**src/rtl/consumer_perceptron.sv**
```systemverilog
module consumer_perceptron #(
  parameter int NPROC = 4,
  parameter int DEPTH = 2,
  parameter int IDX_W = 3,
  parameter int WW    = 8,
  localparam int HB   = NPROC * DEPTH,
  localparam int SW   = WW + $clog2(HB) + 1
) (
  input  logic             clk,
  input  logic             rst_n,
  input  logic [SW-1:0]    thresh,
  input  logic             pred_req,
  input  logic [IDX_W-1:0] pred_idx,
  output logic             pred_vld,
  output logic [NPROC-1:0] pred_set,
  input  logic             upd_en,
  input  logic [IDX_W-1:0] upd_idx,
  input  logic [NPROC-1:0] upd_set
);
  localparam int ENT = 1 << IDX_W;
  localparam logic signed [WW-1:0] WMAX = {1'b0, {(WW-1){1'b1}}};
  localparam logic signed [WW-1:0] WMIN = {1'b1, {(WW-1){1'b0}}};

  logic [HB*WW-1:0] wt [NPROC];
  logic [HB-1:0]    hist [ENT];
  logic [HB*WW-1:0] wnext [NPROC];
  logic             req_q;
  logic [IDX_W-1:0] idx_q;

  function automatic logic signed [SW-1:0] dot(input logic [HB*WW-1:0] wv, input logic [HB-1:0] h);
    logic signed [SW-1:0] s;
    logic signed [SW-1:0] x;
    s = '0;
    for (int b = 0; b < HB; b++) begin
      x = SW'($signed(wv[b*WW +: WW]));
      s = h[b] ? s + x : s - x;
    end
    return s;
  endfunction

  logic [HB-1:0] uh;
  assign uh = hist[upd_idx];

  always_comb begin
    for (int p = 0; p < NPROC; p++) begin
      logic signed [SW-1:0] s;
      logic [SW-1:0]        mag;
      logic                 trn;
      logic signed [WW-1:0] cur;
      s   = dot(wt[p], uh);
      mag = s[SW-1] ? SW'(-s) : SW'(s);
      trn = ((s > 0) != upd_set[p]) || (mag <= thresh);
      wnext[p] = wt[p];
      for (int b = 0; b < HB; b++) begin
        cur = $signed(wt[p][b*WW +: WW]);
        if (trn) begin
          if (uh[b] == upd_set[p]) begin
            if (cur != WMAX) wnext[p][b*WW +: WW] = cur + 1'b1;
          end else begin
            if (cur != WMIN) wnext[p][b*WW +: WW] = cur - 1'b1;
          end
        end
      end
    end
  end

  always_ff @(posedge clk or negedge rst_n) begin
    if (!rst_n) begin
      for (int p = 0; p < NPROC; p++) wt[p] <= '0;
      for (int e = 0; e < ENT; e++) hist[e] <= '0;
    end else if (upd_en) begin
      for (int p = 0; p < NPROC; p++) wt[p] <= wnext[p];
      hist[upd_idx] <= HB'(uh << NPROC) | HB'(upd_set);
    end
  end

  logic [NPROC-1:0] vote;
  always_comb
    for (int p = 0; p < NPROC; p++) vote[p] = dot(wt[p], hist[idx_q]) > 0;

  always_ff @(posedge clk or negedge rst_n) begin
    if (!rst_n) begin
      req_q    <= 1'b0;
      idx_q    <= '0;
      pred_vld <= 1'b0;
      pred_set <= '0;
    end else begin
      req_q    <= pred_req;
      idx_q    <= pred_idx;
      pred_vld <= req_q;
      pred_set <= req_q ? vote : '0;
    end
  end
endmodule

```
**config.mk**
```make
export PLATFORM = sky130hd
export DESIGN_NAME = consumer_perceptron
export DESIGN_NICKNAME = d
export VERILOG_FILES = /design/src/rtl/consumer_perceptron.sv
export SDC_FILE = /design/constraint.sdc
export NUM_CORES = 2
export LEC_CHECK = 0
export CAP_MARGIN = 20
export CORE_MARGIN = 2
export CORE_UTILIZATION = 45
export CTS_CLUSTER_SIZE = 12
export DETAILED_ROUTE_END_ITERATION = 8
export DONT_BUFFER_PORTS = 1
export GPL_ROUTABILITY_DRIVEN = 0
export PLACE_DENSITY = 0.61
export SYNTH_ARGS = -nofsm -noshare
export SYNTH_HDL_FRONTEND = slang
export SYNTH_SLANG_ARGS = --single-unit
```
**constraint.sdc**
```tcl
create_clock -name clk -period 10.79 [get_ports clk]
set_clock_uncertainty 0.05 [all_clocks]
set_input_delay 2.158 -clock clk [delete_from_list [all_inputs] [get_ports clk]]
set_output_delay 2.158 -clock clk [all_outputs]
set_load 0.01 [all_outputs]
```
## Yosys cells after proc, flatten, opt, wreduce, memory -nomap -nowiden

Cells that the tools add are included.

- Magnitude comparators: 15
- Equality and inequality tests: 132
- Bitwise logic cells: 3
- Muxes and demuxes: 174
- Add/subtract/negate cells: 184
- Reductions and logical operators: 69

Operator list:

| kind | count |
|---|---|
| 12-bit 2-to-1 mux | 68 |
| 8-bit 2-to-1 mux | 101 |
| 12-bit by 8-bit adder with 12-bit output | 56 |
| 12-bit by 8-bit subtractor with 12-bit output | 56 |
| 8-bit inequality test, second input constant | 64 |
| 8-bit by 1-bit adder with 8-bit output, second input constant | 32 |
| 8-bit by 1-bit subtractor with 8-bit output, second input constant | 32 |
| 4-bit AND reduction | 32 |
| 12-bit by 1-bit > comparator with 1-bit output, second input constant | 8 |
| 64-bit bitwise mux | 1 |
| 2-bit by 1-bit inequality test with 1-bit output, second input constant | 32 |
| 2-bit nonzero test | 32 |
| 8-bit binary-select mux with 3-bit select | 2 |
| 12-bit <= comparator | 4 |
| 12-bit negation | 4 |
| 1-bit by 8-bit subtractor with 9-bit output, first input constant | 4 |
| 1-bit equality test | 32 |
| 8-bit demux with 3-bit select | 1 |
| 4-bit greater-or-equal comparator, second input constant | 2 |
| 3-bit inverter with 4-bit output | 2 |
| 8-bit by 4-bit bitwise OR with 8-bit output | 1 |
| 1-bit logical OR | 4 |
| 4-bit by 1-bit less-than comparator with 1-bit output, second input constant | 1 |
| 4-bit 2-to-1 mux | 1 |
| other kinds (2) | 5 |

- Bits in registers: 329
- Bits of input ports: 26
- Logic and storage cells: 621
- Output and inout port bits: 5

## Logic depth before layout (Yosys ltp)

- Depth after elaboration: 24
- Depth in mapped cells: 62
- Mapped depth without buffers: 57

## Least setup slack after synthesis

OpenSTA, ideal clock, no wires.

- Path kind: input port to flip-flop
- Start point: input upd_idx[1]
- End point: register wt[157] in the netlist's numbering
- Cell stages on the path: 59
- Setup slack: -2935 ps
- Arrival: 13550 ps
- Buffers on the path: 6
- Library setup time: 125 ps
- Required time: 10615 ps
- Cells stage by stage: buf_2 -> buf_6 -> mux4_2 -> mux2i_2 -> clkbuf_1 -> clkbuf_1 -> a21oi_1 -> inv_1 -> ha_1 -> a21o_1 -> a21oi_1 -> xnor2_1 -> ha_1 -> o21ai_0 -> nor2_1 -> nor2_1 -> ha_1 -> a21oi_1 -> [23 not listed] -> xnor3_1 -> clkbuf_1 -> a21oi_1 -> xor2_1 -> ha_1 -> a21o_1 -> a21o_1 -> a21o_1 -> a21o_1 -> a21oi_1 -> nor2b_1 -> o21ai_0 -> a21oi_1 -> a41oi_1 -> nand3_4 -> a311oi_1 -> buf_2 -> mux2_2

- Word-level cells in the longest chain between the ends: 24
- Elaborated cells on any way between the ends: 37
- Classes of those cells: 15 x add/sub; 2 x order compare; 3 x eq/ne; 13 x mux; 1 x bitwise; 3 x reduce/logical

Ends and longest elaborated chain:

| what | RTL line | RTL |
|---|---|---|
| start: declaration | 17 | `input logic [IDX_W-1:0] upd_idx,` |
| 3-bit inverter with 4-bit output (not written as such) (*) | 42 | `assign uh = hist[upd_idx];` |
| 8-bit binary-select mux with 3-bit select (*) | 42 |  |
| 8-bit 2-to-1 mux (not written as such) (*) (2 in series) | 42 |  |
| 12-bit 2-to-1 mux | 36 | `s = h[b] ? s + x : s - x;` |
| 12-bit by 8-bit subtractor with 12-bit output / 12-bit by 8-bit adder with 12-bit output (equally long branches) | 36 |  |
| 12-bit 2-to-1 mux | 36 |  |
| 12-bit by 8-bit subtractor with 12-bit output / 12-bit by 8-bit adder with 12-bit output (equally long branches) | 36 |  |
| 12-bit 2-to-1 mux | 36 |  |
| [7 not listed] | n/a |  |
| 12-bit 2-to-1 mux | 36 |  |
| 12-bit by 8-bit subtractor with 12-bit output / 12-bit by 8-bit adder with 12-bit output (equally long branches) | 36 |  |
| 12-bit 2-to-1 mux | 36 |  |
| 12-bit negation | 51 | `mag = s[SW-1] ? SW'(-s) : SW'(s);` |
| 12-bit 2-to-1 mux | 51 |  |
| 12-bit <= comparator | 52 | `trn = ((s > 0) != upd_set[p]) \|\| (mag <= thresh);` |
| 1-bit logical OR | 52 |  |
| 4-bit AND reduction (no line) | n/a |  |
| end: declaration | 24 | `logic [HB*WW-1:0] wt [NPROC];` |

Mark *: on every way between the ends. The rest lies on a longest branch, timed or not. The select of a mux whose other input is x is not followed.
A chain may end at the register's enable or synchronous reset.

## Worst setup path in the final report

- Start point: input upd_idx[1]
- End point: register wt[131] in the netlist's numbering

Same word-level chain as after synthesis.

==> reports/qor.yml <==
cells_and_area:
  multi_input_area_um2: 46500
  area_growth_pct: 14.8
  nNetsFinal: 8173
  regArea_um2: 8230
  final_cells: 8839
  fin_util_pct: 52.2
  n_fill_cell: 11500
  drive_gt1_share_pct: 15.9
synthesis:
  yosys.area.top_type: "ha_1"
  synth_area_leaders: "ha_1 (20%), dfrtp_1 (15%), xnor2_1 (12%), xor2_1 (7.0%), a21oi_1 (5.8%)"
  yosysMostFrequentCell: "ha_1"
  seq_area_frac_synth_pct: 14.6
  syn_nets: 7755
  synth-edff-count: 0
  synth-seq-cells: 329
  synth_cells: 6745
  synth_cell_types: 76
  ys_async_sr_fraction_pct: 100
  synthFlopType: "dfrtp_1"
  yosys.area.top_type_share_pct: 19.9
  avgSynthCellArea_um2: 8.36
  netlist_top_cells_count: "ha_1 (896), xnor2_1 (744), a21oi_1 (649)"
  syn-cell-area_um2: 56400
  yosysWarnings: 0
run_status:
  violations: "setup timing"
  outcome: "finished with violations"
clock_network:
  cts.sinks: 329
  clk_latency_ns: 0.67
  root_buffer: "clkbuf_16"
  cts_buffers: 48
  cts_tree: "yes"
  path_clk_slew_ns: 0.06
  htreeDepth: 2
  clockBufferDepth: 3
floorplan:
  die_area_um2: 128000
  die_w_um: 358
  row_count: 129
  io_pins: 31
  coreArea_um2: 124000
  start_util_pct: 45.5
  fp.dieH_um: 358
sta:
  fmax_ghz: 0.0828
  slew-limit-headroom_pct: 28.6
  setup_violations: 256
  rsz0062_at_grt: "true"
  period_needed_ns: 12.08
  drv_slew: 0
  hold_viol_final: 0
  min_period_over_period_pct: 112
  worstMarginPinSlew_ns: 1.07
  fin_ws_ns: -1.29
setup_path:
  crit_path_top_delay_cell: "mux4_2"
  cp_max_fo: 24
  critPathArrivalTime_ns: 12.55
  reg2reg_from: "hist[0]$_DFFE_PN0P_"
  path_common_cell: "ha_1"
  setup.worst_path.class: "in2reg"
  crit_path_start: "upd_idx[1]"
  critPathMaxStageDelay_ns: 0.52
  end_kind: "flop"
  critPathRequiredTime_ns: 11.25
  start_kind: "primary input"
route:
  drc_errors: 0
  drtIter0Drc: 2795
  vias_per_cell: 5.41
  avgRoutedWirePerCell_um: 16.7
  final_antenna_net_count: 0
  vias: 47800
  drt-total-wl_um: 147000
  first_pass_iters: 5
placement:
  dp_cells: 8717
  dp.final_hpwl_um: 117000
  port_buffers: 0
grt:
  grt_pass1_vias: 46600
  antenna_found_initial: 1
  gr-total-overflow: 0
  grt_max_degree: 330
  grt_pass1_wl_um: 239000
  track_usage_pct: 22.7
hold_path:
  min_from: "hist[15]$_DFFE_PN0P_"
  min_path_type: "reg2reg"
flow_run:
  drv_cap: 0
[area by class of cell]
cell class	instances	share of cell area, %
multi-input cells	5751	71.8
flip-flops and latches	329	12.7
repair buffers	600	7.36
well taps	1637	3.16
inverters	433	2.51
clock buffers	69	2.10
clock inverters	18	0.340
diodes	2	0.00773
[layer usage]
layer / share of wire, % / GRT usage, %
met2: 44 / 37.3
met5: 0 / 0
met3: 4.2 / 2.09
met4: 2.1 / 5.11
met1: 50 / 32.3
[stage by stage]
stage                     TNS [ns]  instance area (um^2)  hold WS, ns  worst slack, ns
final                      -247.17                 64800        0.452            -1.29
after global placement     -393.16                 62300        0.433            -1.81
after global routing       -404.25                 64700        0.497            -1.91
after floorplan            -299.14                 56900        0.341            -1.84
after CTS                  -237.17                 64300        0.454            -1.14
after detailed placement   -441.50                 62300        0.441            -1.99
[repair_timing]
action,CTS,global route
gates cloned,1,1
buffers inserted,14,12
pin swaps,41,47
endpoints found under the setup margin,256,256
hold buffers,0,0
resized for setup,50,83
[cells by family (layout without fill, tap and decap cells)]
kind of cell,after synthesis,in the layout,synth area share (%)
AO/OA/AOI/OAI,1752,1752,19.4
XOR/XNOR,1213,1213,19.3
adder cells (fa/ha/maj),984,984,23.0
buffers and inverters,665,1120,4.48
flip-flops,329,329,14.6
multiplexers,310,310,6.82
other,0,2,0
AND/OR/NAND/NOR,1492,1492,12.4
[state kept, by name, summed over array words and instances, names as in the netlist]
signal and flops:
hist 64, idx_q 3, pred_set 4, pred_vld 1
req_q 1, wt 256
[worst paths after layout]
| path | endpoint | slack [ns] | cells after the start |
|---|---|---|---|
| worst max-delay path | wt[131]$_DFFE_PN0P_ | -1.29 | 57 |
| worst min-delay path | hist[15]$_DFFE_PN0P_ | 0.45 | 2 |
| worst max register to register | wt[131]$_DFFE_PN0P_ | -0.15 | 57 |
| worst min register to register | hist[15]$_DFFE_PN0P_ | 0.45 | 2 |
| max in group asynchronous | wt[230]$_DFFE_PN0P_ | 8.66 | 0 |
| min in group asynchronous | wt[19]$_DFFE_PN0P_ | 1.25 | 0 |
[cells in the final DEF (no fill, tap or decap), types with 32 or more instances in the layout]
cell type | Yosys | final
mux2_2 | 258 | 200
nand3_1 | 84 | 81
nand4_1 | 37 | 37
nand2_1 | 374 | 366
a21o_1 | 304 | 304
clkbuf_16 | 0 | 49
a21oi_2 | 0 | 48
a21oi_1 | 649 | 601
o21bai_1 | 288 | 287
o21ai_0 | 341 | 313
ha_1 | 896 | 893
or3_1 | 86 | 86
mux4_2 | 32 | 32
xnor2_1 | 744 | 729
nand2b_1 | 71 | 70
a31oi_1 | 35 | 35
fa_1 | 88 | 86
nor3_1 | 89 | 88
nor2_1 | 528 | 517
dfrtp_1 | 329 | 329
mux2_4 | 0 | 64
inv_1 | 432 | 432
nor4_1 | 47 | 46
xor2_1 | 450 | 449
buf_4 | 1 | 568
[worst max-delay path: cells and delay by family]
family | cells | cell delay, ns
adders and majority gates | 8 | 2.39
xor gates and xnor gates | 11 | 1.69
AOI/OAI and AO/OA | 19 | 2.77
and+or+nand+nor | 10 | 1.50
muxes | 3 | 1.16
buffers and inverters | 6 | 0.80
Power is not shown: default switching activity piles up to over one toggle a cycle in this logic, so the estimate is an artifact.
